### config.mk
export PLATFORM = sky130hd
export DESIGN_NAME = nand_cmd_decoder
export DESIGN_NICKNAME = d
export VERILOG_FILES = /design/src/rtl/nand_dec_pkg.sv /design/src/rtl/nand_bus_capture.sv /design/src/rtl/nand_addr_counter.sv /design/src/rtl/nand_seq_fsm.sv /design/src/rtl/nand_cmd_decoder.sv
export SDC_FILE = /design/constraint.sdc
export NUM_CORES = 1
export LEC_CHECK = 0
export ABC_AREA = 1
export CORE_UTILIZATION = 46
export DETAILED_ROUTE_END_ITERATION = 12
export PLACE_DENSITY = 0.68
export SETUP_SLACK_MARGIN = 0.02
export SYNTH_ARGS = -nofsm -noshare
export SYNTH_HDL_FRONTEND = slang
export SYNTH_SLANG_ARGS = --single-unit
### constraint.sdc
create_clock -name clk -period 1.8 [get_ports clk]
set_input_delay 0.36 -clock clk [delete_from_list [all_inputs] [get_ports clk]]
set_output_delay 0.36 -clock clk [all_outputs]
set_load 0.02 [all_outputs]
### src/rtl/nand_dec_pkg.sv
// Shared opcodes, cycle kinds, strobe indices and states of the NAND command decoder.
package nand_dec_pkg;
    typedef enum logic [1:0] {CYC_DATA, CYC_ADDR, CYC_CMD} cyc_kind_t;

    typedef enum logic [2:0] {ST_IDLE, ST_RD, ST_PG, ST_ER, ST_DO, ST_PLANE} dec_state_t;

    localparam int OP_N          = 11;
    localparam int OP_READ       = 0;
    localparam int OP_CB_READ    = 1;
    localparam int OP_PROG       = 2;
    localparam int OP_CB_PROG    = 3;
    localparam int OP_ERASE      = 4;
    localparam int OP_CACHE_PROG = 5;
    localparam int OP_CACHE_READ = 6;
    localparam int OP_STATUS     = 7;
    localparam int OP_READ_ID    = 8;
    localparam int OP_RESET      = 9;
    localparam int OP_DOUT       = 10;

    localparam logic [7:0] C_RD_SET   = 8'h00;
    localparam logic [7:0] C_RD_GO    = 8'h30;
    localparam logic [7:0] C_CBRD_GO  = 8'h35;
    localparam logic [7:0] C_PG_SET   = 8'h80;
    localparam logic [7:0] C_PG2_SET  = 8'h81;
    localparam logic [7:0] C_CB_SET   = 8'h85;
    localparam logic [7:0] C_PG_GO    = 8'h10;
    localparam logic [7:0] C_CPG_GO   = 8'h15;
    localparam logic [7:0] C_PLANE    = 8'h11;
    localparam logic [7:0] C_ER_SET   = 8'h60;
    localparam logic [7:0] C_ER_GO    = 8'hD0;
    localparam logic [7:0] C_DO_SET   = 8'h05;
    localparam logic [7:0] C_DO_GO    = 8'hE0;
    localparam logic [7:0] C_CRD      = 8'h31;
    localparam logic [7:0] C_CRD_LAST = 8'h3F;
    localparam logic [7:0] C_TP_CRD   = 8'h33;
    localparam logic [7:0] C_ID       = 8'h90;
    localparam logic [7:0] C_RST      = 8'hFF;
    localparam logic [7:0] C_STAT     = 8'h70;
    localparam logic [7:0] C_STAT2    = 8'hF1;
endpackage

### src/rtl/nand_bus_capture.sv
// Bus cycle capture: detects a rising latch strobe while chip enable is low
// and registers the bus byte together with its cycle kind.
// Assumes all bus inputs are already synchronous to clk.
module nand_bus_capture
    import nand_dec_pkg::*;
#(
    parameter int BUS_W = 8
) (
    input  logic             clk,
    input  logic             rst_n,
    input  logic             ce_n,
    input  logic             we_n,
    input  logic             cle,
    input  logic             ale,
    input  logic [BUS_W-1:0] io,
    output logic             cyc_valid,
    output cyc_kind_t        cyc_kind,
    output logic [BUS_W-1:0] cyc_data
);
    logic we_q;

    // Delay the strobe by one clock for edge detection.
    always_ff @(posedge clk) begin
        if (!rst_n) we_q <= 1'b1;
        else        we_q <= we_n;
    end

    // Register the cycle on a rising strobe with the chip enabled.
    always_ff @(posedge clk) begin
        if (!rst_n) begin
            cyc_valid <= 1'b0;
            cyc_kind  <= CYC_DATA;
            cyc_data  <= '0;
        end else begin
            cyc_valid <= we_n && !we_q && !ce_n;
            cyc_kind  <= cle ? CYC_CMD : (ale ? CYC_ADDR : CYC_DATA);
            cyc_data  <= io;
        end
    end

    assert_single_capture_R1: assert property (@(posedge clk) disable iff (!rst_n)
        cyc_valid |=> !cyc_valid);
    assert_ce_gate_R1: assert property (@(posedge clk) disable iff (!rst_n)
        ce_n |=> !cyc_valid);
endmodule

### src/rtl/nand_addr_counter.sv
// Address cycle counter: counts address cycles since the last clear and
// saturates at its maximum. A clear takes priority over an increment.
module nand_addr_counter #(
    parameter int CNT_W = 3
) (
    input  logic             clk,
    input  logic             rst_n,
    input  logic             clear,
    input  logic             incr,
    output logic [CNT_W-1:0] count
);
    localparam logic [CNT_W-1:0] CNT_MAX = '1;

    // Clear, or add one until the maximum is reached.
    always_ff @(posedge clk) begin
        if (!rst_n || clear)             count <= '0;
        else if (incr && count != CNT_MAX) count <= count + 1'b1;
    end

    assert_count_step_R2: assert property (@(posedge clk) disable iff (!rst_n)
        (!clear && !incr) |=> $stable(count));
endmodule

### src/rtl/nand_seq_fsm.sv
// Sequence checker: follows setup, address, plane and confirm cycles.
// Emits registered one-cycle operation strobes and error or busy-reject pulses.
// Assumes cycles arrive at most every other clock, as the capture stage gives them.
module nand_seq_fsm
    import nand_dec_pkg::*;
#(
    parameter int COL_CYC = 2,
    parameter int ROW_CYC = 3,
    parameter int CNT_W   = 3
) (
    input  logic             clk,
    input  logic             rst_n,
    input  logic             cyc_valid,
    input  cyc_kind_t        cyc_kind,
    input  logic [7:0]       cyc_data,
    input  logic             busy,
    input  logic [CNT_W-1:0] addr_cnt,
    output logic             cnt_clear,
    output logic [OP_N-1:0]  op_strobe,
    output logic             seq_err,
    output logic             busy_reject
);
    localparam logic [CNT_W-1:0] EXP_FULL = CNT_W'(COL_CYC + ROW_CYC);
    localparam logic [CNT_W-1:0] EXP_ROW  = CNT_W'(ROW_CYC);
    localparam logic [CNT_W-1:0] EXP_COL  = CNT_W'(COL_CYC);

    dec_state_t       state, nxt_state;
    logic             cb_q, nxt_cb;
    logic             planes_q, nxt_planes;
    logic             tp_q, nxt_tp;
    logic [CNT_W-1:0] exp_q, nxt_exp;
    logic [OP_N-1:0]  nxt_ops;
    logic             nxt_err, nxt_rej;
    logic             is_cmd, allowed_busy, cnt_ok;
    logic [7:0]       d;

    assign d            = cyc_data;
    assign is_cmd       = cyc_valid && (cyc_kind == CYC_CMD);
    assign allowed_busy = (d == C_RST) || (d == C_STAT) || (d == C_STAT2);
    assign cnt_ok       = (addr_cnt == exp_q);

    // Work out the next state and outputs from the current command cycle.
    always_comb begin
        nxt_state  = state;
        nxt_cb     = cb_q;
        nxt_planes = planes_q;
        nxt_tp     = tp_q;
        nxt_exp    = exp_q;
        nxt_ops    = '0;
        nxt_err    = 1'b0;
        nxt_rej    = 1'b0;
        cnt_clear  = 1'b0;
        if (is_cmd) begin
            if (busy && !allowed_busy) begin
                nxt_rej = 1'b1;
            end else if (d == C_RST) begin
                nxt_ops[OP_RESET] = 1'b1;
                nxt_state = ST_IDLE;
                nxt_tp    = 1'b0;
                cnt_clear = 1'b1;
            end else if (d == C_STAT || d == C_STAT2) begin
                nxt_ops[OP_STATUS] = 1'b1;
            end else begin
                nxt_state = ST_IDLE;
                case (state)
                    ST_IDLE: begin
                        case (d)
                            C_RD_SET: begin nxt_state = ST_RD; cnt_clear = 1'b1; nxt_exp = EXP_FULL; end
                            C_PG_SET, C_CB_SET: begin
                                nxt_state = ST_PG; nxt_cb = (d == C_CB_SET); nxt_tp = 1'b0;
                                cnt_clear = 1'b1; nxt_exp = EXP_FULL;
                            end
                            C_ER_SET: begin
                                nxt_state = ST_ER; nxt_planes = 1'b0; nxt_tp = 1'b0;
                                cnt_clear = 1'b1; nxt_exp = EXP_ROW;
                            end
                            C_DO_SET: begin nxt_state = ST_DO; cnt_clear = 1'b1; nxt_exp = EXP_COL; end
                            C_ID:                nxt_ops[OP_READ_ID]    = 1'b1;
                            C_CRD, C_CRD_LAST:   nxt_ops[OP_CACHE_READ] = 1'b1;
                            default:             nxt_err = 1'b1;
                        endcase
                    end
                    ST_RD: begin
                        if ((d == C_RD_GO || d == C_CBRD_GO) && cnt_ok)
                            nxt_ops[(d == C_RD_GO) ? OP_READ : OP_CB_READ] = 1'b1;
                        else if (d == C_DO_SET && tp_q) begin
                            nxt_state = ST_DO; cnt_clear = 1'b1; nxt_exp = EXP_COL;
                        end else
                            nxt_err = 1'b1;
                    end
                    ST_ER: begin
                        if (d == C_ER_SET) begin
                            nxt_state = ST_ER; nxt_planes = 1'b1; cnt_clear = 1'b1;
                        end else if (d == C_ER_GO && cnt_ok)
                            nxt_ops[OP_ERASE] = 1'b1;
                        else if (planes_q && cnt_ok && (d == C_RD_GO || d == C_CBRD_GO || d == C_TP_CRD)) begin
                            nxt_tp = 1'b1;
                            nxt_ops[(d == C_RD_GO) ? OP_READ :
                                    (d == C_CBRD_GO) ? OP_CB_READ : OP_CACHE_READ] = 1'b1;
                        end else
                            nxt_err = 1'b1;
                    end
                    ST_DO: begin
                        if (d == C_DO_GO && cnt_ok) nxt_ops[OP_DOUT] = 1'b1;
                        else                        nxt_err = 1'b1;
                    end
                    ST_PG: begin
                        if (!cnt_ok)
                            nxt_err = 1'b1;
                        else if (d == C_PG_GO)
                            nxt_ops[cb_q ? OP_CB_PROG : OP_PROG] = 1'b1;
                        else if (d == C_CPG_GO && !cb_q)
                            nxt_ops[OP_CACHE_PROG] = 1'b1;
                        else if (d == C_PLANE)
                            nxt_state = ST_PLANE;
                        else if (d == C_CB_SET) begin
                            nxt_state = ST_PG; cnt_clear = 1'b1; nxt_exp = EXP_COL;
                        end else
                            nxt_err = 1'b1;
                    end
                    ST_PLANE: begin
                        if (d == C_PG_SET || d == C_PG2_SET || d == C_CB_SET) begin
                            nxt_state = ST_PG; nxt_cb = cb_q || (d == C_CB_SET);
                            cnt_clear = 1'b1; nxt_exp = EXP_FULL;
                        end else
                            nxt_err = 1'b1;
                    end
                    default: nxt_err = 1'b1;
                endcase
            end
        end
    end

    // Register state, flags and the one-cycle outputs.
    always_ff @(posedge clk) begin
        if (!rst_n) begin
            state       <= ST_IDLE;
            cb_q        <= 1'b0;
            planes_q    <= 1'b0;
            tp_q        <= 1'b0;
            exp_q       <= EXP_FULL;
            op_strobe   <= '0;
            seq_err     <= 1'b0;
            busy_reject <= 1'b0;
        end else begin
            state       <= nxt_state;
            cb_q        <= nxt_cb;
            planes_q    <= nxt_planes;
            tp_q        <= nxt_tp;
            exp_q       <= nxt_exp;
            op_strobe   <= nxt_ops;
            seq_err     <= nxt_err;
            busy_reject <= nxt_rej;
        end
    end

    assert_onehot_strobe_R3: assert property (@(posedge clk) disable iff (!rst_n)
        $onehot0(op_strobe));
    assert_err_no_op_R7: assert property (@(posedge clk) disable iff (!rst_n)
        seq_err |-> (op_strobe == '0));
    assert_err_to_idle_R6: assert property (@(posedge clk) disable iff (!rst_n)
        seq_err |-> (state == ST_IDLE));
    assert_busy_gate_R8: assert property (@(posedge clk) disable iff (!rst_n)
        (is_cmd && busy && !allowed_busy) |=> (busy_reject && op_strobe == '0 && !seq_err && $stable(state)));
    assert_abort_R12: assert property (@(posedge clk) disable iff (!rst_n)
        (is_cmd && d == C_RST) |=> (op_strobe[OP_RESET] && state == ST_IDLE));
endmodule

### src/rtl/nand_cmd_decoder.sv
// NAND command sequence decoder top: bus capture, address counter and
// sequence checker. COL_CYC and ROW_CYC give the address cycles per phase.
module nand_cmd_decoder
    import nand_dec_pkg::*;
#(
    parameter int COL_CYC = 2,
    parameter int ROW_CYC = 3
) (
    input  logic            clk,
    input  logic            rst_n,
    input  logic            ce_n,
    input  logic            we_n,
    input  logic            cle,
    input  logic            ale,
    input  logic [7:0]      io,
    input  logic            busy,
    output logic [OP_N-1:0] op_strobe,
    output logic            seq_err,
    output logic            busy_reject
);
    localparam int CNT_W = $clog2(COL_CYC + ROW_CYC + 2);

    logic             cyc_valid;
    cyc_kind_t        cyc_kind;
    logic [7:0]       cyc_data;
    logic             cnt_clear;
    logic [CNT_W-1:0] addr_cnt;

    nand_bus_capture #(.BUS_W(8)) i_capture (
        .clk(clk), .rst_n(rst_n), .ce_n(ce_n), .we_n(we_n), .cle(cle), .ale(ale), .io(io),
        .cyc_valid(cyc_valid), .cyc_kind(cyc_kind), .cyc_data(cyc_data)
    );

    nand_addr_counter #(.CNT_W(CNT_W)) i_counter (
        .clk(clk), .rst_n(rst_n), .clear(cnt_clear),
        .incr(cyc_valid && cyc_kind == CYC_ADDR), .count(addr_cnt)
    );

    nand_seq_fsm #(.COL_CYC(COL_CYC), .ROW_CYC(ROW_CYC), .CNT_W(CNT_W)) i_fsm (
        .clk(clk), .rst_n(rst_n), .cyc_valid(cyc_valid), .cyc_kind(cyc_kind),
        .cyc_data(cyc_data), .busy(busy), .addr_cnt(addr_cnt), .cnt_clear(cnt_clear),
        .op_strobe(op_strobe), .seq_err(seq_err), .busy_reject(busy_reject)
    );
endmodule

### Word level (Yosys, flattened, before mapping)

Cells that the tools add are included.

| operators by class | value |
|---|---|
| add/sub/neg operators | 1 |
| $lt $le $gt $ge | 6 |
| equal/unequal tests | 45 |
| muxes and demuxes | 101 |
| bitwise gates (word level) | 5 |
| reduce and logical (&&, ||, !) cells | 52 |

Operator list:

| operator | number |
|---|---|
| $ge 32x1->1 const B | 3 |
| $lt 32x6->1 const B | 3 |
| $eq 8x8->1 const B | 8 |
| $mux 1 | 52 |
| $mux 3 | 17 |
| $mux 11 | 4 |
| $eq 8x6->1 const B | 5 |
| $mux 32 | 1 |
| $eq 8x5->1 const B | 3 |
| $pmux 3 s4 | 2 |
| $pmux 6 s3 | 1 |
| $eq 8x7->1 const B | 2 |
| $logic_and 1x1->1 | 16 |
| $pmux 3 s5 | 1 |
| $ne 2x1->1 const B | 7 |
| $reduce_and 14->1 | 1 |
| $reduce_and 7->1 | 2 |
| $demux 1 s4 | 3 |
| $pmux 1 s4 | 3 |
| $mux 2 | 5 |
| $mux 5 | 2 |
| $ne 2x2->1 const B | 5 |
| $reduce_or 5->1 | 2 |
| $logic_or 1x1->1 | 9 |
| 33 further kinds | 53 |

| storage, ports and cells | value |
|---|---|
| flip-flop bits (word level) | 37 |
| output and inout port bits | 13 |
| word-level logic and storage cells | 226 |

### Depth between registers and ports, before layout

Gate-level depths: netlist of the first run.

| logic depth | value |
|---|---|
| word-level depth | 13 |
| gate-level depth with buffers | 13 |
| depth with buffers taken out | 13 |

### Cells and area by module

Synthesis of the first run repeated with hierarchy kept, for this count alone.

| second synthesis, totals | value |
|---|---|
| cell total of the unflattened synthesis | 340 |
| area total of the unflattened synthesis | 2179.6 sq um |

Modules (own cells, without submodules):

| module | instances | cells an instance | area an instance (sq um) | sequential area each (sq um) |
|---|---|---|---|---|
| nand_seq_fsm | 1 | 275 | 1655.3 | 440.4 |
| nand_bus_capture | 1 | 39 | 351.6 | 240.2 |
| nand_addr_counter | 1 | 24 | 162.7 | 60.1 |
| nand_cmd_decoder | 1 | 2 | 10.0 | 0.0 |

### Worst setup path before layout of the first run

Ideal clock, no wire load.

| timing path | value |
|---|---|
| kind | register to register |
| start | register i_counter.count[2] |
| end | register i_fsm.seq_err |
| arrival | 1.242 ns |
| data required time | 1.685 ns |
| setup slack | 0.443 ns |
| stages on the path, launching flop included | 9 |
| clock period less this slack | 1.357 ns |
| cell sequence | dfxtp_1 -> xnor2_1 -> nand3_1 -> nor3_1 -> nor2_1 -> o21ai_0 -> nand2_1 -> nor2_1 -> nor2_1 |

| on the way | value |
|---|---|
| word-level cells in the longest chain between the ends | 7 |

RTL lines:

| item | RTL line | RTL |
|---|---|---|
| start, declared | nand_addr_counter.sv:10 | `output logic [CNT_W-1:0] count` |
| start signal, assigned | nand_addr_counter.sv:17 | `else if (incr && count != CNT_MAX) count <= count + 1'b1;` |
| $eq 3x3->1 * | nand_seq_fsm.sv:40 | `assign cnt_ok = (addr_cnt == exp_q);` |
| $logic_and 1x1->1 (2 in series) | nand_seq_fsm.sv:96 | `else if (planes_q && cnt_ok && (d == C_RD_GO \|\| d == C_CBRD_GO \|\| d == C_TP_CRD)) begin` |
| $mux 1 | nand_seq_fsm.sv:96 |  |
| $mux 1 | nand_seq_fsm.sv:94 | `end else if (d == C_ER_GO && cnt_ok)` |
| $mux 1 | nand_seq_fsm.sv:92 | `if (d == C_ER_SET) begin` |
| $pmux 1 s6 * | nand_seq_fsm.sv:65 | `case (state)` |
| end signal, assigned | nand_seq_fsm.sv:152 | `seq_err <= nxt_err;` |
| end, declared | nand_seq_fsm.sv:20 | `output logic seq_err,` |

Mark *: on every way between the ends. The rest lies on a longest branch, timed or not.
A chain may end at the register's enable or synchronous reset.

### Worst setup path in the final report of the first run

| timing path | value |
|---|---|
| start | register i_capture.cyc_data[7] |
| end | register i_fsm.seq_err |

| on the way | value |
|---|---|
| word-level cells in the longest chain between the ends | 8 |

RTL lines:

| item | RTL line | RTL |
|---|---|---|
| start, declared | nand_bus_capture.sv:18 | `output logic [BUS_W-1:0] cyc_data` |
| start signal, assigned | nand_bus_capture.sv:37 | `cyc_data <= io;` |
| $eq 8x6->1 | nand_seq_fsm.sv:84, nand_seq_fsm.sv:96 |  |
| $logic_or 1x1->1 | nand_seq_fsm.sv:84, nand_seq_fsm.sv:96 |  |
| $logic_or 1x1->1 | nand_seq_fsm.sv:96 |  |
| $logic_and 1x1->1 | nand_seq_fsm.sv:96 |  |
| $mux 1 | nand_seq_fsm.sv:96 |  |
| $mux 1 | nand_seq_fsm.sv:94 |  |
| $mux 1 | nand_seq_fsm.sv:92 |  |
| $pmux 1 s6 | nand_seq_fsm.sv:65 |  |

Several ways; a longest one is shown, not always the timed one.

==> impl_metrics.toml, run 1 <==
[synth]
synth_edf_count = 0
ys_seq_area_share_pct = 34.70
synth_area_um2 = 2135
ys_ff_latch = 37
synthFlopType = "dfxtp_1"
ys_warn_count = 0
synth_commonest_cells = "nand2_1 (84), nor2_1 (49), inv_1 (46)"
yosysTopAreaCellShare_pct = 34.70
synthTopCellsByArea = "dfxtp_1 (35%), nand2_1 (15%), nor2_1 (8.6%)"
synthCells = 324
syn-num-nets = 341
synth_cell_types = 30
syn_avg_cell_area_um2 = 6.588
yosys.area.top_type = "dfxtp_1"
synthArstFlopShare_pct = 0
synth.most_common_cell = "nand2_1"

[critical_path]
critPathArrivalTime_ns = 1.81
r2r_slack_ns = 0.18
r2r-end = "i_fsm.seq_err"
path_cells = "nor2_2, nand3_1, nor2_1, nor3_1, o21ai_0, nand2_1, nor2_1, nor2_1"
rr_startpoint = "i_capture.cyc_data[7]"
critPathMaxStageDelay_ns = 0.35
crit_top_cell = "nor2_1"
crit_slowest_cell = "dfxtp_1"
end_kind = "register"
critPathLaunchType = "register"
critical_path_class = "register to register"
rr_worst_depth = 8
worstPathRequired_ns = 1.98
critPathMaxFanout = 5

[grt]
grt_overflow_total = 0
grt_pass1_wl_um = 8659
track_usage_pct = 22.72
grt_max_degree = 18
grt_pass1_vias = 1851
antenna_found_initial = 0

[min_path]
hp-class = "register to register"
whs_path_depth = 1
min-delay-start = "i_capture.we_q"
worstHoldEndpoint = "i_capture.cyc_valid"

[clock_tree]
clockBufferDepth = 2
htreeDepth = 2
cts_buffers = 5
clk_pin_slew_ns = 0.07
cts_setup_buffers = 0
tritoncts = "yes"
cts.sinks = 37
ctsResizeCount = 0
postCtsHoldBufs = 0
clock_latency_ns = 0.29
clock_tree.root_cell = "clkbuf_8"

[timing]
rsz0062_at_grt = "yes"
hold_viol_final = 0
worst_pin_slew_ns = 0.3791
relSlewSlack_pct = 74.69
maxSlewViolCount = 0
period_minus_slack_ns = 1.624
post-route-period-util_pct = 90.20
setup-tns-final_ns = 0
clock_skew_ns = 0.002517
finalSetupViolCount = 0
fmax_ghz = 0.6159

[detailed_routing]
top_layer = "met4"
ant_nets = 0
drtIter0Drc = 235
drt-vias-per-instance = 4.957
num_vias = 2052
first_pass_iters = 5
wl_met1_um = 2430
routed_wl_um = 5072
wl_met2_um = 2233
avgRoutedWirePerCell_um = 12.25
drc = 0
wl_met3_um = 281

[cells_and_area]
drive_above_1_share_pct = 17.40
n_antenna_cell = 0
syn_to_final_growth_pct = 22.45
nets = 378
layoutNonFillerInstCount = 414

[placement]
numPlacedInstances = 406
dp_hpwl_um = 4149
globalplace.congestion = 0.9443
io_buffers = 27

[power_and_ir_drop]
total_leakage_power_nw = 1.219
ir_worst_vdd_mv = 0.4169
powerDensity_nw_per_um2 = 621.1

[floorplan]
die_x_um = 70.12
coreArea_um2 = 4414
rows = 24
fp.dieH_um = 70.12
initial_core_util_pct = 48.36
die_area_um2 = 4917
io_pins = 28

[run_status]
status = "finished clean"

[job]
drv_cap = 0
## worst max-delay path by stage
stage / from / endpoint / cells after the start
2_1_floorplan: i_counter.count[2] / i_fsm.seq_err / 8
3_3_place_gp: i_capture.cyc_data[4] / i_fsm.tp_q / 8
3_5_place_dp: rst_n / i_fsm.op_strobe[4] / 7
4_1_cts: i_counter.count[2] / i_fsm.exp_q[2] / 8
5_1_grt: i_capture.cyc_data[7] / i_fsm.tp_q / 10
6_report: i_capture.cyc_data[7] / i_fsm.seq_err / 8
## report_power, final
part           internal (W)  leakage [nW]  switching (W)
sequential         0.000832         0.301      0.0000147
clock              0.000346        0.0542       0.000284
combinational     0.0000631         0.863      0.0000840
total               0.00124          1.22       0.000382
## critical path: cells and delay by family, from the launching register on
| kind | cells | cell delay, ns |
|---|---|---|
| AND/OR/NAND/NOR | 7 | 0.96 |
| flip-flops | 1 | 0.35 |
| AO/OA/AOI/OAI | 1 | 0.19 |
## cell usage in the layout (no fill, tap or decap)
cell type	n
nand2_2	11
nor3_4	1
inv_1	46
o21ai_0	11
nor4_1	1
a21oi_2	1
o31ai_2	1
nand2_1	82
o21ai_1	1
nand2_4	2
nor2_4	5
nor3_1	4
nor4_2	2
nand4_2	1
dfxtp_2	1
o211ai_1	1
ha_1	2
clkbuf_8	7
nor2_2	10
xnor2_1	1
xor2_1	2
a21oi_1	7
nor2_1	49
inv_2	7
clkinv_2	1
buf_4	6
nand4_1	5
clkdlybuf4s50_1	27
nand3_2	6
nand3_1	23
nand3_4	1
dfxtp_1	36
mux2i_1	1
## through the flow
stage | hold WS (ns) | worst slack, ns | cell area, µm² | total power [W] | utilization, %
detailed placement | 0.3860 | 0.1237 | 2501 | 0.001011 | 56.66
finish | 0.3904 | 0.1763 | 2614 | 0.001623 | 59.21
CTS | 0.3966 | 0.1514 | 2603 | 0.001643 | 58.96
floorplan | 0.3727 | 0.4427 | 2135 | 0.0009567 | -
global placement | 0.3798 | 0.1036 | 2501 | 0.001010 | 56.66
global route | 0.4276 | 0.01995 | 2614 | 0.001706 | 59.21
## area by class of cell
type                            instances  area (µm²)
Clock buffer                            7       96.34
Clock inverter                          1       5.005
Fill cell                             436        1800
Inverter                               53       198.9
Multi-Input combinational cell        231        1191
Sequential cell                        37       742.0
Tap cell                               52       65.06
Timing Repair Buffer                   33       315.3
## cells by family after synthesis
group | Yosys count | share of synthesized area, %
multiplexers | 1 | 0.4690
flip-flops | 37 | 34.70
AO/OA/AOI/OAI | 22 | 5.803
AND/OR/NAND/NOR | 203 | 46.66
adder cells (fa/ha/maj) | 2 | 1.172
buffers and inverters | 56 | 9.965
XOR/XNOR | 3 | 1.231
## registers in the layout, summed over array words and instances (netlist names), 2 cells and up
register and cells:
i_capture.cyc_data 8, i_capture.cyc_kind 2, i_counter.count 3, i_fsm.exp_q 3
i_fsm.op_strobe 11, i_fsm.state 3
## routing by layer
layer | track usage, % | vias to the layer above
met4 | 10.00 | 0
met2 | 34.94 | 75
met5 | 0 | -
li1 | - | 1081
met3 | 3.175 | 15
met1 | 31.57 | 881
No activity file was read; power rests on OpenSTA's default activity.
==> run 2: changes to the inputs <==
--- a/config.mk
+++ b/config.mk
@@ -7,6 +7,7 @@
 export LEC_CHECK = 0
 export ABC_AREA = 1
 export CORE_UTILIZATION = 46
+export CTS_BUF_LIST = sky130_fd_sc_hd__clkbuf_16
 export DETAILED_ROUTE_END_ITERATION = 12
 export PLACE_DENSITY = 0.68
 export SETUP_SLACK_MARGIN = 0.02
==> run 2 against run 1 <==
Compared with the run above: clock-buffer cell count fell by 2; register-to-register slack improved by 0.02 ns; maximum frequency rose by 1.1%; power rose by 11%; routed wire length rose by 0.47%; via count fell by 0.44%; final area rose by 1.4%; sequential share of layout area fell by 0.39 points.
==> impl_metrics.toml, run 2 (same netlist as run 1, synthesis figures left out) <==
[run_status]
status = "finished clean"

[grt]
antenna_found_initial = 0
grt_max_degree = 18
track_usage_pct = 23.14
grt_pass1_wl_um = 8700
grt_pass1_vias = 1853
grt_overflow_total = 0

[critical_path]
end_kind = "register"
critPathLaunchType = "register"
critPathArrivalTime_ns = 1.78
crit_path_end = "i_fsm.seq_err"
r2r_slack_ns = 0.19
critPathMaxFanout = 5
rr_worst_depth = 8
worstPathRequired_ns = 1.97
r2r-end = "i_fsm.seq_err"
critical_path_class = "register to register"
worstSetupStartpoint = "i_capture.cyc_data[7]"
rr_startpoint = "i_capture.cyc_data[7]"

[clock_tree]
clock_latency_ns = 0.28
ctsResizeCount = 0
clockBufferDepth = 2
clock_tree.root_cell = "clkbuf_16"
cts_buffers = 5
tritoncts = "yes"
clk_pin_slew_ns = 0.05
postCtsHoldBufs = 0
cts.sinks = 37
htreeDepth = 2
cts_setup_buffers = 0

[detailed_routing]
routed_wl_um = 5096
first_pass_iters = 4
wl_met3_um = 321
ant_nets = 0
num_vias = 2043
wl_met1_um = 2396
drtIter0Drc = 171
drc = 0
drt-vias-per-instance = 4.935
avgRoutedWirePerCell_um = 12.31
top_layer = "met4"
wl_met2_um = 2271

[timing]
relSlewSlack_pct = 74.96
maxSlewViolCount = 0
hold_viol_final = 0
timing.final.ws_setup_ns = 0.1935
worst_pin_slew_ns = 0.3750
period_minus_slack_ns = 1.607
setup-tns-final_ns = 0
clock_skew_ns = 0.002612
rsz0062_at_grt = "no"
fmax_ghz = 0.6225
post-route-period-util_pct = 89.25
finalSetupViolCount = 0
worst_hold_slack_ns = 0.3884

[job]
drv_cap = 0

[placement]
globalplace.congestion = 0.9443
io_buffers = 27
dp_hpwl_um = 4149
place_ws_ns = 0.1237
placement.cell_area_um2 = 2501

[power_and_ir_drop]
power.total_w = 0.001809
ir_worst_vdd_mv = 0.4847
powerDensity_nw_per_um2 = 682.5
total_leakage_power_nw = 1.233

[floorplan]
fp.dieH_um = 70.12
die_x_um = 70.12
io_pins = 28
die_area_um2 = 4917
coreArea_um2 = 4414
initial_core_util_pct = 48.36
rows = 24

[cells_and_area]
nets = 378
drive_above_1_share_pct = 16.85
nFillCells = 435
final_common_cell = "nand2_1"
largest-register = "i_fsm.op_strobe"
final_cell_mix = "nand2_1 (82), nor2_1 (49), inv_1 (46), dfxtp_1 (36), clkdlybuf4s50_1 (27)"
largest_reg_flops = 11
n_antenna_cell = 0
multi_input_area_um2 = 1191
regArea_um2 = 742.0
reg_top3 = "i_fsm.op_strobe (11), i_capture.cyc_data (8)"
final_cell_area_um2 = 2650
syn_to_final_growth_pct = 24.15

[min_path]
hp-class = "register to register"
[run 2: cell count changes in the layout (fill, tap and decap cells not counted)]
| cell | delta |
|---|---|
| clkinv_1 | +2 |
| clkbuf_8 | -7 |
| clkbuf_16 | +5 |
[run 2: area by class of cell]
type                            count  area share (%)
Multi-Input combinational cell    231           44.95
Sequential cell                    37           28.00
Timing Repair Buffer               33           11.90
Inverter                           53           7.507
Clock buffer                        5           4.721
Tap cell                           52           2.455
Clock inverter                      3          0.4721
[run 2: layer usage]
metal  track usage [%]  vias to the layer above
met5                 0                        -
met4             9.111                        0
met3             5.772                       11
met2             35.68                       67
met1             30.94                      885
li1                  -                     1080
[run 2: where the power goes]
part	switching (W)	leakage, nW	internal, W
Sequential	0.0000150	0.301	0.000834
Clock	0.000313	0.0687	0.000500
Combinational	0.0000843	0.863	0.0000631
Total	0.000412	1.23	0.00140
[run 2: worst min path at each step]
stage                    from                  end  slack [ns]  cells past startpoint
2_1_floorplan  i_capture.we_q  i_capture.cyc_valid        0.37                      1
3_3_place_gp   i_capture.we_q  i_capture.cyc_valid        0.38                      1
3_5_place_dp   i_capture.we_q  i_capture.cyc_valid        0.39                      1
4_1_cts        i_capture.we_q  i_capture.cyc_valid        0.39                      1
5_1_grt        i_capture.we_q  i_capture.cyc_valid        0.42                      1
6_report       i_capture.we_q  i_capture.cyc_valid        0.39                      1
[run 2: stage by stage]
stage / util [%] / instances
3_3_place_gp: 56.66 / 406
5_1_grt: 60.03 / 414
2_1_floorplan: - / 324
3_5_place_dp: 56.66 / 406
6_report: 60.03 / 414
4_1_cts: 59.78 / 414
[run 2: critical path: stages (launching register included)]
cell     delay [ns]
dfxtp_1        0.35
nor2_2         0.19
nand3_1        0.17
nor2_1         0.26
nor3_1         0.09
o21ai_0        0.18
nand2_1        0.08
nor2_1         0.11
nor2_1         0.05
